**config.mk**
```make
export PLATFORM = sky130hd
export DESIGN_NAME = async_bus_slave
export DESIGN_NICKNAME = d
export VERILOG_FILES = /design/src/rtl/abs_pkg.sv /design/src/rtl/abs_addr_decode.sv /design/src/rtl/abs_lane_select.sv /design/src/rtl/async_bus_slave.sv
export SDC_FILE = /design/constraint.sdc
export NUM_CORES = 1
export LEC_CHECK = 0
export BUFFER_PORTS_ARGS = -buffer_cell sky130_fd_sc_hd__clkbuf_2
export CORE_ASPECT_RATIO = 1.4
export CORE_MARGIN = 3
export CORE_UTILIZATION = 50
export DETAILED_ROUTE_END_ITERATION = 8
export HOLD_SLACK_MARGIN = 0.15
export PLACE_DENSITY_LB_ADDON = 0.1
export SYNTH_ARGS = -nofsm -noshare
export SYNTH_HDL_FRONTEND = slang
export SYNTH_SLANG_ARGS = --single-unit
export TNS_END_PERCENT = 100
```
**constraint.sdc**
```tcl
create_clock -name clk -period 5.45 [get_ports clk]
set_input_delay 0.545 -clock clk [delete_from_list [all_inputs] [get_ports clk]]
set_output_delay 0.545 -clock clk [all_outputs]
set_load 0.02 [all_outputs]
```
**src/rtl/abs_pkg.sv**
```systemverilog
`timescale 1ns/1ps
package abs_pkg;
    typedef enum logic [2:0] {
        ST_IDLE,
        ST_ARMED,
        ST_RFETCH,
        ST_RREPLY,
        ST_WREPLY,
        ST_HOLD,
        ST_IGNORE
    } abs_state_t;
endpackage

```
**src/rtl/abs_addr_decode.sv**
```systemverilog
`timescale 1ns/1ps
module abs_addr_decode #(
    parameter int          ADDR_W       = 22,
    parameter int          IO_OFS_W     = 13,
    parameter logic [21:0] MEM_BASE     = 22'h2A0000,
    parameter int          MEM_WIN_LOG2 = 5,
    parameter logic [12:0] IO_BASE      = 13'h1F40,
    parameter int          IO_WIN_LOG2  = 4,
    parameter int          LOC_W        = 4
) (
    input  logic [ADDR_W-1:0] addr,
    input  logic              iosel,
    output logic              hit,
    output logic              space,
    output logic [LOC_W-1:0]  index
);
    logic mem_hit;
    logic io_hit;

    // Memory window compares every address bit above the window size.
    assign mem_hit = !iosel &&
        (addr[ADDR_W-1:MEM_WIN_LOG2] == MEM_BASE[ADDR_W-1:MEM_WIN_LOG2]);
    // I/O page: only the page offset bits take part.
    assign io_hit  = iosel &&
        (addr[IO_OFS_W-1:IO_WIN_LOG2] == IO_BASE[IO_OFS_W-1:IO_WIN_LOG2]);

    assign hit   = mem_hit || io_hit;
    assign space = iosel;

    always_comb begin
        index = '0;
        if (iosel)
            index[IO_WIN_LOG2-2:0] = addr[IO_WIN_LOG2-1:1];
        else
            index[MEM_WIN_LOG2-2:0] = addr[MEM_WIN_LOG2-1:1];
    end
endmodule

```
**src/rtl/abs_lane_select.sv**
```systemverilog
`timescale 1ns/1ps
module abs_lane_select #(
    parameter int DATA_W = 16
) (
    input  logic                                  byte_mode,
    input  logic [$clog2(DATA_W/8)-1:0]           lane,
    output logic [DATA_W/8-1:0]                   be
);
    localparam int LANES = DATA_W / 8;
    localparam int SEL_W = $clog2(LANES);

    for (genvar i = 0; i < LANES; i++) begin : g_lane
        assign be[i] = !byte_mode || (lane == SEL_W'(i));
    end
endmodule

```
**src/rtl/async_bus_slave.sv**
```systemverilog
`timescale 1ns/1ps
module async_bus_slave
    import abs_pkg::*;
#(
    parameter int          DATA_W       = 16,
    parameter int          HI_W         = 6,
    parameter logic [21:0] MEM_BASE     = 22'h2A0000,
    parameter int          MEM_WIN_LOG2 = 5,
    parameter logic [12:0] IO_BASE      = 13'h1F40,
    parameter int          IO_WIN_LOG2  = 4,
    localparam int         ADDR_W       = DATA_W + HI_W,
    localparam int         LOC_W        = ((MEM_WIN_LOG2 > IO_WIN_LOG2) ? MEM_WIN_LOG2 : IO_WIN_LOG2) - 1,
    localparam int         BE_W         = DATA_W / 8
) (
    input  logic              clk,
    input  logic              rst_n,
    input  logic              bus_sync,
    input  logic              bus_din,
    input  logic              bus_dout,
    input  logic              bus_wrq,
    input  logic              bus_iosel,
    input  logic [DATA_W-1:0] bus_ad_in,
    input  logic [HI_W-1:0]   bus_ahi_in,
    output logic [DATA_W-1:0] bus_ad_out,
    output logic              bus_ad_oe,
    output logic              bus_reply,
    output logic [LOC_W-1:0]  loc_addr,
    output logic              loc_space,
    output logic              loc_rd,
    input  logic [DATA_W-1:0] loc_rdata,
    output logic              loc_wr,
    output logic [DATA_W-1:0] loc_wdata,
    output logic [BE_W-1:0]   loc_be
);
    localparam int SEL_W = $clog2(BE_W);

    abs_state_t        state, nxt;
    logic [ADDR_W-1:0] addr_q;
    logic              iosel_q;
    logic              write_q;
    logic [DATA_W-1:0] rdata_q;
    logic              dec_hit;

    abs_addr_decode #(
        .ADDR_W(ADDR_W), .IO_OFS_W(13), .MEM_BASE(MEM_BASE),
        .MEM_WIN_LOG2(MEM_WIN_LOG2), .IO_BASE(IO_BASE),
        .IO_WIN_LOG2(IO_WIN_LOG2), .LOC_W(LOC_W)
    ) u_dec (
        .addr(addr_q), .iosel(iosel_q),
        .hit(dec_hit), .space(loc_space), .index(loc_addr)
    );

    abs_lane_select #(.DATA_W(DATA_W)) u_lane (
        .byte_mode(bus_wrq), .lane(addr_q[SEL_W-1:0]), .be(loc_be)
    );

    // State register
    always_ff @(posedge clk or negedge rst_n) begin
        if (!rst_n) state <= ST_IDLE;
        else        state <= nxt;
    end

    // Address phase capture and read data holding
    always_ff @(posedge clk or negedge rst_n) begin
        if (!rst_n) begin
            addr_q  <= '0;
            iosel_q <= 1'b0;
            write_q <= 1'b0;
            rdata_q <= '0;
        end else begin
            if (state == ST_IDLE && bus_sync) begin
                addr_q  <= {bus_ahi_in, bus_ad_in};
                iosel_q <= bus_iosel;
                write_q <= bus_wrq;
            end
            if (state == ST_RFETCH)
                rdata_q <= loc_rdata;
        end
    end

    // Next state
    always_comb begin
        nxt = state;
        unique case (state)
            ST_IDLE:   if (bus_sync) nxt = ST_ARMED;
            ST_ARMED: begin
                if (!bus_sync)                nxt = ST_IDLE;
                else if (!dec_hit)            nxt = ST_IGNORE;
                else if (write_q && bus_dout) nxt = ST_WREPLY;
                else if (!write_q && bus_din) nxt = ST_RFETCH;
            end
            ST_RFETCH: nxt = ST_RREPLY;
            ST_RREPLY: if (!bus_din)  nxt = ST_HOLD;
            ST_WREPLY: if (!bus_dout) nxt = ST_HOLD;
            ST_HOLD:   if (!bus_sync) nxt = ST_IDLE;
            ST_IGNORE: if (!bus_sync) nxt = ST_IDLE;
            default:   nxt = ST_IDLE;
        endcase
    end

    // Outputs
    always_comb begin
        loc_rd     = (state == ST_ARMED) && bus_sync && dec_hit && !write_q && bus_din;
        loc_wr     = (state == ST_ARMED) && bus_sync && dec_hit &&  write_q && bus_dout;
        loc_wdata  = bus_ad_in;
        bus_reply  = (state == ST_RREPLY) || (state == ST_WREPLY);
        bus_ad_oe  = (state == ST_RREPLY);
        bus_ad_out = rdata_q;
    end


    reply_needs_hit_chk: assert property (@(posedge clk) disable iff (!rst_n)
        bus_reply |-> dec_hit);

    reply_release_chk: assert property (@(posedge clk) disable iff (!rst_n)
        (bus_reply && !bus_din && !bus_dout) |=> !bus_reply);

    hold_quiet_chk: assert property (@(posedge clk) disable iff (!rst_n)
        (state == ST_HOLD && bus_sync) |=> (!bus_reply && !loc_rd && !loc_wr));

    drive_only_read_chk: assert property (@(posedge clk) disable iff (!rst_n)
        bus_ad_oe |-> (bus_reply && !write_q));

    write_pulse_chk: assert property (@(posedge clk) disable iff (!rst_n)
        loc_wr |=> !loc_wr);

    read_pulse_chk: assert property (@(posedge clk) disable iff (!rst_n)
        loc_rd |=> !loc_rd);

    dir_exclusive_chk: assert property (@(posedge clk) disable iff (!rst_n)
        !(loc_rd && loc_wr));
endmodule

```
Yosys cells after proc, flatten, opt, wreduce, memory -nomap -nowiden
Cells that the tools add are included.
{"block": "classes", "eq_ne": 13, "mux": 10, "bitwise_logic": 1, "n_reduce_logical": 21}
{"operator": "two-way mux 3 bit", "count": 8}
{"operator": "one-hot mux 3 bit (6 select lines)", "count": 1}
{"operator": "== test 17 bit, second input constant", "count": 1}
{"operator": "logical AND 1 bit", "count": 11}
{"operator": "== test 3 bit, second input constant", "count": 3}
{"operator": "== test 9 bit, second input constant", "count": 1}
{"operator": "inequality test 2 bit, second input constant", "count": 4}
{"operator": "== test 3 x 2 -> 1 bit, second input constant", "count": 2}
{"operator": "inequality test 5 bit, second input constant", "count": 1}
{"operator": "AND reduction 5 bit", "count": 1}
{"operator": "logical OR 1 bit", "count": 4}
{"operator": "== test 3 x 1 -> 1 bit, second input constant", "count": 1}
{"operator": "zero test 1 bit", "count": 3}
{"operator": "zero test 3 bit", "count": 1}
{"operator": "OR reduction 2 bit", "count": 1}
{"operator": "two-way mux 1 bit", "count": 1}
{"operator": "inverter 1 bit", "count": 1}
{"block": "word_totals", "regBits": 43, "in_bits": 45, "output_inout_bits": 43}

Logic depth before layout (Yosys ltp)
Gate-level depths: netlist of run 1.
{"block": "depth", "ltp_word": 7, "ltp_mapped": 6, "mapped_depth_nobuf": 5}

Hierarchy
From an unflattened synthesis of run 1, not the netlist that was laid out.
{"block": "hier_totals", "cells_unflattened": 157, "hier_area_um2": 2055.7}
{"module": "async_bus_slave", "n_inst": 1, "cells_each": 141, "area_each_um2": 1936.9, "seq_area_each_um2": 1076.0}
{"module": "abs_addr_decode", "n_inst": 1, "cells_each": 14, "area_each_um2": 108.9, "seq_area_each_um2": 0.0}
{"module": "abs_lane_select", "n_inst": 1, "cells_each": 2, "area_each_um2": 10.0, "seq_area_each_um2": 0.0}

Least setup slack after synthesis of run 1
Ideal clock, no wire load.
{"block": "synth_timing", "path_kind": "register to output", "from": "reg iosel_q", "to": "out loc_rd", "arrival_ps": 1711, "path_slack_ps": 3194, "path_stages_with_launch": 5, "path_cell_list": "dfrtp_1 > or4_4 > nor4_4 > o211ai_2 > nor2_1"}
{"block": "synth_via", "elab_chain_cells": 6, "elab_cells_between_ends": 7, "classes_between": "7 x reduce/logical"}
{"item": "from (decl)", "line": "async_bus_slave.sv:39", "source": "logic iosel_q;"}
{"item": "from (signal assigned)", "line": "async_bus_slave.sv:73", "source": "iosel_q <= bus_iosel;"}
{"item": "zero test 1 bit", "line": "abs_addr_decode.sv:21", "source": "assign mem_hit = !iosel &&"}
{"item": "logical AND 1 bit", "line": "abs_addr_decode.sv:21"}
{"item": "logical OR 1 bit *", "line": "abs_addr_decode.sv:27", "source": "assign hit = mem_hit || io_hit;"}
{"item": "logical AND 1 bit * (3 in series)", "line": "async_bus_slave.sv:103", "source": "loc_rd = (state == ST_ARMED) && bus_sync && dec_hit && !write_q && bus_din;"}
{"item": "to (decl)", "line": "async_bus_slave.sv:29", "source": "output logic loc_rd,"}
Every way passes the cells marked *; elsewhere a longest branch is shown, timed or not.

Worst setup path in the final report of run 1
{"block": "layout_timing", "from": "reg addr_q[16]", "to": "out loc_wr"}
{"block": "layout_via", "elab_chain_cells": 6}
{"item": "from (decl)", "line": "async_bus_slave.sv:38", "source": "logic [ADDR_W-1:0] addr_q;"}
{"item": "from (signal assigned)", "line": "async_bus_slave.sv:72", "source": "addr_q <= {bus_ahi_in, bus_ad_in};"}
{"item": "== test 17 bit", "line": "abs_addr_decode.sv:22", "source": "(addr[ADDR_W-1:MEM_WIN_LOG2] == MEM_BASE[ADDR_W-1:MEM_WIN_LOG2]);"}
{"item": "logical AND 1 bit", "line": "abs_addr_decode.sv:21"}
{"item": "logical OR 1 bit", "line": "abs_addr_decode.sv:27"}
{"item": "logical AND 1 bit (3 in series)", "line": "async_bus_slave.sv:104", "source": "loc_wr = (state == ST_ARMED) && bus_sync && dec_hit && write_q && bus_dout;"}
{"item": "to (decl)", "line": "async_bus_slave.sv:31", "source": "output logic loc_wr,"}
Every way passes these cells.

==> results of run 1 <==
## power by group
part | switching (mW) | leakage (nW) | internal [mW]
Combinational | 0.304 | 0.627 | 0.286
Sequential | 0.113 | 0.511 | 0.484
Clock | 0.102 | 0.0412 | 0.0895
Total | 0.519 | 1.18 | 0.859
## how the worst max path moves through the flow
stage	slack (ns)	end	cells after the start
6_report	2.85	loc_wr	5
5_1_grt	2.71	loc_wr	5
4_1_cts	2.83	loc_wr	5
3_5_place_dp	3.16	loc_wr	5
3_3_place_gp	3.19	loc_wr	5
2_1_floorplan	3.19	loc_rd	4
## flip-flops by register name, summed over array words and instances (netlist names)
register	flops
state	3
write_q	1
addr_q	22
bus_ad_out	16
iosel_q	1
## cell families (layout without fill, tap and decap cells)
family | after synthesis | in the layout
AOI/OAI and AO/OA | 12 | 12
buffers and inverters | 25 | 97
DFF | 43 | 43
muxes | 43 | 43
and+or+nand+nor | 27 | 27
## per-stage QoR
step	hold slack, ns	power (mW)
CTS	0.4675	1.400
detailed placement	0.4961	1.203
global route	0.4697	1.471
floorplan	0.2494	1.032
finish	0.4365	1.378
global placement	0.4886	1.171
## critical path: stages (launching register included)
cell and delay [ns]:
dfrtp_1 0.38, or4_4 0.54, nor4_4 0.36, o211ai_2 0.16, nor2_1 0.15, clkbuf_2 0.18
## layout by cell type (no fill, tap or decap), types with 2 or more instances in the layout
cell      Yosys  final
a21oi_1       2      2
clkbuf_2      0     87
clkbuf_8      0      5
dfrtp_1      43     43
mux2_2       40     40
mux2i_1       2      2
nand2_1       5      5
nand2b_1      4      4
nand4b_1      2      2
nor2_1        7      7
o211ai_1      2      2
o21ai_0       2      2
or4_1         2      2
## layout make-up
cell class | instances | area [um2]
Tap cell | 42 | 52.55
Fill cell | 316 | 1331
Inverter | 1 | 3.754
Timing Repair Buffer | 88 | 442.9
Sequential cell | 43 | 1076
Clock buffer | 6 | 72.57
Multi-Input combinational cell | 82 | 749.5
Clock inverter | 2 | 12.51
## metal layers
| layer | track usage | vias up | wire, um |
|---|---|---|---|
| met2 | 0.3370 | 55 | 2362 |
| met1 | 0.1748 | 684 | 1364 |
| met4 | 0.06122 | 0 | 37 |
| met3 | 0.04823 | 4 | 281 |
| met5 | 0 | - | 0 |
| li1 | - | 661 | - |
==> impl_metrics.toml, run 1 <==
[route]
dr.pass1.iters = 4
wl_per_cell_um = 15.32
ant_nets = 0
route.detailed.drc = 0
num_vias = 1404
routed_via_density = 5.318
wl_um = 4045
drtIter0Drc = 32

[synthesis]
synth_adder_area_share = 0
synth_top_area_cell = "dfrtp_1"
synth_area_um2 = 1989
synth_edf_count = 0
synth-main-ff-cell = "dfrtp_1"
synthTopCellsByCount = "dfrtp_1, mux2_2, buf_4"
ys_top_cells_by_area = "dfrtp_1, mux2_2, buf_4"
synth_compound_area_frac = 0.04591
post-synth-top-count-cell = "dfrtp_1"
synth_top_family_by_area = "multiplexers"
yosys.area_share.simple = 0.08553
avgSynthCellArea_um2 = 13.26
syn_nets = 195
synth_cell_types = 29
yosysWarningCount = 0
ys_seq_area_frac = 0.5409
synth_seq_cells = 43
netlist_instances = 150
synth-xor-area-share = 0
async_flop_share = 1.000
synth_top_area_frac = 0.5409
synth_mux_area_frac = 0.2421

[critical_path]
worst-path-max-fanout = 3
cp_data_required_time_ns = 4.91
r2r_slack_ns = 3.31
ff2ff_path_depth = 5
reg2reg_from = "addr_q[16]"
cp-startpoint = "addr_q[16]"
crit_arrival_ns = 2.05
startpoint_type = "flip-flop"
crit_type = "reg2out"
endpoint_kind = "output port"
reg2reg_to = "state[0]"

[sta]
setup_viol = 0
finClkSkew_ns = 0.002871
setup_tns_ns = 0
rsz0062_at_grt = "no"
worst_pin_slew_ns = 1.058
max_slew_margin = 0.2925
timing.final.crit_share = 0.4762
hold_viol = 0
max_freq_mhz = 385.3
fin_crit_ns = 2.595
slew_violations = 0
setup_ws_ns = 2.855

[global_routing]
grt_pass1_wl_um = 6458
antenna_found_initial = 0
grt_max_degree = 44
grt-ovfl-total = 0
grt_usage = 0.1768
grt_pass1_vias = 1497

[clocking]
cts_root_buffer = "clkbuf_8"
clk_pin_slew_ns = 0.08
cts_tree = "yes"
cts_inserted_buffers = 5
insertion_delay_ns = 0.28
cts_buffer_depth = 2
htree_levels = 2
post_cts_resized = 0
ctsHoldBuffers = 0
cts_setup_buffers = 0
cts.sinks = 43

[layout]
finalInstanceArea_um2 = 2410
post-route-util = 0.6441
antenna_cells = 0
stdcell_count = 264
drive_gt1_frac = 0.6306
nNetsFinal = 266
area_growth_pct = 21.13

[die]
num_io_pins = 88
initial_core_util = 0.5318
die-height_um = 80.64
die_w_um = 59.31
core_area_um2 = 3741
rows = 26
dieArea_um2 = 4782

[place]
dp_hpwl_um = 3204
dp_slack_ns = 3.158
port_buffers = 87
dpl-instance-area_um2 = 2325
dp.cells = 256
place_congestion = 0.7884

[power_and_ir_drop]
peakVddDrop_mv = 0.3654
leakage_nw = 1.178
power_density_nw_per_um2 = 572.0

[run]
max-cap-violations = 0

[run_status]
status = "finished clean"

[worst_hold_path]
hp-class = "in2async"
Power figures use the tool's default switching activity.
==> run 2, diff against run 1 <==
Settings changed: ABC_AREA set to 1, CORE_UTILIZATION 50 to 43.
Clock period 5.45 ns to 2.19 ns, I/O delays scaled along.
==> run 2 against run 1 <==
Critical path type unchanged. Clock skew barely moved. First-iteration DRC count rose by 94%. Worst hold slack got worse by 0.27 ns. Power rose by 150%. Sequential share of layout area fell by 4.0 points. Setup slack got worse by 2.5 ns. Count of clock-buffer cells in the layout did not move. Global-route usage fell by 2.4 points. Flip-flop and latch count did not move. Cell area rose by 9.9%. Die area rose by 19%.
==> impl_metrics.toml, run 2 <==
[run_status]
status = "finished clean"

[place]
dp_hpwl_um = 2970
dp.cells = 323
dpl-instance-area_um2 = 2402
port_buffers = 87
place_congestion = 0.8195

[sta]
worst_pin_slew_ns = 0.6171
fin_crit_ns = 1.863
max_slew_margin = 0.5872
finClkSkew_ns = 0.002470
setup_tns_ns = 0
hold_viol = 0
timing.final.crit_share = 0.8507
slew_violations = 0
rsz0062_at_grt = "no"
setup_viol = 0
max_freq_mhz = 536.8

[clocking]
cts_inserted_buffers = 5
insertion_delay_ns = 0.29
post_cts_resized = 0
ctsHoldBuffers = 16
cts_tree = "yes"
cts_buffer_depth = 2
clk_pin_slew_ns = 0.08
cts.sinks = 43
cts_root_buffer = "clkbuf_8"
htree_levels = 2
cts_setup_buffers = 0

[critical_path]
cp_slowest_cell = "dfrtp_1"
cp_data_required_time_ns = 1.97
worst-path-max-fanout = 4
cp_top_family = "simple AND/OR/NAND/NOR gates"
slowest_delay_ns = 0.40
crit_type = "reg2out"
critPathBufInv = 1
endpoint_kind = "output port"
startpoint_type = "flip-flop"
crit_chain = "or2_1, nor2_1, nand3_1, nand2_1, nand2_1, nor3_1, clkbuf_2"
crit_arrival_ns = 1.64
cp_common_cell = "nand2_1"

[synthesis]
async_flop_share = 1.000
ys_seq_area_frac = 0.5187
synth_area_um2 = 2074
avgSynthCellArea_um2 = 10.53
synth_top_area_frac = 0.5187
syn_nets = 242
netlist_instances = 197
synth_cell_types = 20
ys_top_cells_by_area = "dfrtp_1, mux2_2, buf_4"
yosysWarningCount = 0
post-synth-top-count-cell = "dfrtp_1"
synth-main-ff-cell = "dfrtp_1"
synth_edf_count = 0
synthTopCellsByCount = "dfrtp_1, mux2_2, nand2_1"
synth_top_area_cell = "dfrtp_1"
synth_seq_cells = 43

[die]
dieArea_um2 = 5706
core_area_um2 = 4608
die_w_um = 64.70
num_io_pins = 88
die-height_um = 88.19
rows = 29
initial_core_util = 0.4502

[power_and_ir_drop]
peakVddDrop_mv = 0.6800
leakage_nw = 1.371
power_mw = 3.407
power_density_nw_per_um2 = 1287

[run]
max-cap-violations = 0

[route]
drtIter0Drc = 62
num_vias = 1584
routed_via_density = 4.565
ant_nets = 0
dr.pass1.iters = 4
wl_per_cell_um = 11.60
wl_um = 4024
route.detailed.drc = 0

[layout]
finalInstanceArea_um2 = 2648
stdcell_count = 347
fillers = 439
regMostFlops = "addr_q"
antenna_cells = 0
largest_reg_flops = 22
drive_gt1_frac = 0.4807
area_growth_pct = 27.62
mostFrequentLayoutCells = "clkbuf_2, dfrtp_1, mux2_2"
nNetsFinal = 329
final_common_cell = "clkbuf_2"
post-route-util = 0.5745

[global_routing]
grt_pass1_vias = 1571
grt-ovfl-total = 0
antenna_found_initial = 0
grt_usage = 0.1531
grt_max_degree = 32
grt_pass1_wl_um = 6789

[worst_hold_path]
hp-class = "in2reg"
==> run 2: changes by cell type in the layout (fill, tap and decap cells not counted), moves of 3 or more <==
cell / delta
nand2b_1: -4
inv_1: +15
dlygate4sd3_1: +16
nor2_1: +14
mux2_2: -7
a21oi_1: +6
inv_2: +3
nor3_1: +4
nand3_1: +3
nand2_1: +26
==> run 2: path summary, 6_finish.rpt <==
path	start	slack, ns	cells after the start	end
min in group asynchronous	rst_n	0.39	2	addr_q[5]
worst min-delay path	bus_ahi_in[5]	0.16	2	addr_q[21]
worst max-delay path	addr_q[5]	0.33	7	loc_rd
worst max register to register	state[1]	0.54	3	addr_q[11]
worst min register to register	bus_ad_out[11]	0.51	1	bus_ad_out[11]
max in group asynchronous	rst_n	1.11	3	bus_ad_out[2]
==> run 2: final cells by class <==
class | count | area (um2) | share of cell area
timing repair buffer | 104 | 603.1 | 0.2278
tap | 62 | 77.57 | 0.02930
clock buffer | 6 | 72.57 | 0.02741
clock inverter | 2 | 12.51 | 0.004726
sequential | 43 | 1076 | 0.4064
multi-input combinational | 111 | 734.5 | 0.2774
inverter | 19 | 71.32 | 0.02694
==> run 2: routing by layer <==
metal / routed length (um) / global-route usage / up-vias
met1: 1614 / 0.1700 / 729
li1: - / - / 788
met5: 0 / 0 / -
met3: 265 / 0.04236 / 5
met2: 2090 / 0.2765 / 62
met4: 53 / 0.05769 / 0
==> run 2: where the power goes <==
group / internal (mW) / total (mW) / switching [mW]
clock: 0.223 / 0.485 / 0.262
sequential: 1.19 / 1.44 / 0.242
combinational: 0.661 / 1.49 / 0.825
total: 2.08 / 3.41 / 1.33
==> run 2: logic make-up after synthesis <==
logic type | Yosys count | synth area share
compound gates | 11 | 0.02775
mux | 33 | 0.1791
flops | 43 | 0.5187
simple gates | 67 | 0.1472
buf+inv | 43 | 0.1273
==> run 2: through the flow <==
stage | hold WS (ns) | worst slack (ns)
6_report | 0.1639 | 0.3270
3_3_place_gp | 0.1585 | 0.5682
2_1_floorplan | -0.07659 | 0.5508
3_5_place_dp | 0.1599 | 0.5237
5_1_grt | 0.1558 | 0.1073
4_1_cts | 0.1542 | 0.2962
==> run 3, diff against run 2 <==
Settings changed: BUFFER_PORTS_ARGS -buffer_cell sky130_fd_sc_hd__clkbuf_2 to unset, CORE_UTILIZATION 43 to 50, DONT_BUFFER_PORTS set to 1, RECOVER_POWER set to 25.
==> run 3 against run 2 <==
Via count is 14% lower. Power is 2.4% lower. Worst hold slack better by 0.16 ns. Wire length is 5.2% lower. Cell count is 23% lower. Sequential power is 19% higher. Critical path depth is 1 lower. Core utilization is 5.2 points higher. Register-to-register slack hardly changed. Setup slack worse by 0.076 ns. Sequential share of layout area is 2.8 points higher. Maximum frequency is 3.9% lower. Critical path type unchanged. Critical endpoint is now loc_wr.
==> impl_metrics.toml, run 3 (synthesis gave the netlist of run 2 again) <==
[run_status]
status = "finished clean"

[clocking]
insertion_delay_ns = 0.28
cts.sinks = 43
cts_tree = "yes"
htree_levels = 2
cts_root_buffer = "clkbuf_8"
cts_inserted_buffers = 5
clk_pin_slew_ns = 0.08
cts_buffer_depth = 2

[power_and_ir_drop]
power_density_nw_per_um2 = 1342
leakage_nw = 1.137
peakVddDrop_mv = 0.8229

[layout]
stdcell_count = 267
largest_reg_flops = 22
mostFrequentLayoutCells = "dfrtp_1, dlygate4sd3_1, mux2_2"
drive_gt1_frac = 0.2321
antenna_cells = 0
final_common_cell = "dfrtp_1"
fillers = 323
area_growth_pct = 19.36
regMostFlops = "addr_q"
nNetsFinal = 268
post-route-util = 0.6265

[global_routing]
grt_pass1_wl_um = 6085
grt-ovfl-total = 0
grt_usage = 0.1642
met2_usage = 0.3009
grt_pass1_vias = 1406
busiest_layer = "met2"
antenna_found_initial = 0
grt_max_degree = 44
gr-usage-met1 = 0.1832
use_met3 = 0.03888

[die]
die_w_um = 60.44
num_io_pins = 88
die-height_um = 82.22
initial_core_util = 0.5248
rows = 27
dieArea_um2 = 4969
core_area_um2 = 3953

[sta]
max_freq_mhz = 515.7
holdWs_ns = 0.3209
rsz0062_at_grt = "no"
setup_viol = 0
max_slew_margin = 0.3121
worst_pin_slew_ns = 1.032
timing.final.crit_share = 0.8854
hold_viol = 0
finClkSkew_ns = 0.003677
slew_violations = 0
fin_crit_ns = 1.939
setup_tns_ns = 0

[run]
max-cap-violations = 0

[place]
place_congestion = 0.7232
port_buffers = 0
dp_hpwl_um = 2594
dp.cells = 217

[critical_path]
critPathBufInv = 1
startpoint_type = "flip-flop"
cp_top_family = "simple AND/OR/NAND/NOR gates"
worst-path-max-fanout = 4
crit_chain = "inv_1, nor3_1, nand3_1, nand2_1, nand2_1, nor2_1"
endpoint_kind = "output port"
slowest_delay_ns = 0.48
crit_type = "reg2out"
cp_data_required_time_ns = 1.97
cp_common_cell = "nand2_1"
crit_arrival_ns = 1.72
cp_slowest_cell = "dfrtp_1"

[route]
drtIter0Drc = 45
wl_um = 3816
num_vias = 1363
route.detailed.drc = 0
dr.pass1.iters = 4
wl_per_cell_um = 14.29
ant_nets = 0
routed_via_density = 5.105

[worst_hold_path]
hp-class = "in2reg"
## run 3: cell types whose count changed in the layout (fill, tap and decap cells not counted), sizes merged
cell,change
clkbuf,-86
clkinvlp,-1
bufinv,+1
dlygate4sd3,+25
## run 3: stage by stage
stage / cell area (um2) / total power [mW] / setup slack (ns)
after floorplan: 2074 / 2.593 / 0.5508
after global placement: 1943 / 2.600 / 0.5884
after detailed placement: 1943 / 2.660 / 0.5376
after CTS: 2491 / 3.367 / 0.2472
after global routing: 2476 / 3.558 / 0.1362
final: 2476 / 3.324 / 0.2510
## run 3: where the power goes
group | leakage, nW | total (mW) | internal (mW) | switching (mW)
Clock | 0.0612 | 0.617 | 0.369 | 0.248
Sequential | 0.502 | 1.72 | 1.19 | 0.529
Combinational | 0.574 | 0.984 | 0.510 | 0.474
## run 3: worst paths after layout
check | cells after the start | slack, ns | from | end
max in group asynchronous | 2 | 0.88 | rst_n | bus_ad_out[6]
worst max-delay path | 6 | 0.25 | iosel_q | loc_wr
worst max register to register | 3 | 0.54 | state[1] | addr_q[5]
worst min register to register | 1 | 0.51 | addr_q[15] | addr_q[15]
min in group asynchronous | 2 | 0.68 | rst_n | addr_q[7]
worst min-delay path | 6 | 0.32 | bus_sync | state[1]
## run 3: area by class of cell
class | count | area [um2] | share of cell area
multi-input combinational | 111 | 734.5 | 0.2966
tap | 43 | 53.80 | 0.02173
sequential | 43 | 1076 | 0.4346
clock buffer | 6 | 82.58 | 0.03335
inverter | 19 | 71.32 | 0.02880
clock inverter | 2 | 35.03 | 0.01415
timing repair buffer | 43 | 422.9 | 0.1708
## run 3: what timing repair did
| action | CTS | global route |
|---|---|---|
| setup endpoints to repair | 0 | 0 |
| setup buffers | 0 | 0 |
| hold buffers | 42 | 0 |
| endpoints found under the hold margin | 83 | 0 |
| gates resized for setup | 0 | 0 |
## run 3: worst reg2reg max path, stage by stage, from the launching register on
cell     delay [ns]
dfrtp_1        0.55
nor2_4         0.10
nand2_2        0.47
mux2_2         0.42
## run 3: per-layer routing
layer / routed length [um] / vias up
met3: 241 / 2
met5: 0 / -
met1: 1359 / 661
li1: - / 658
met4: 23 / 0
met2: 2192 / 42
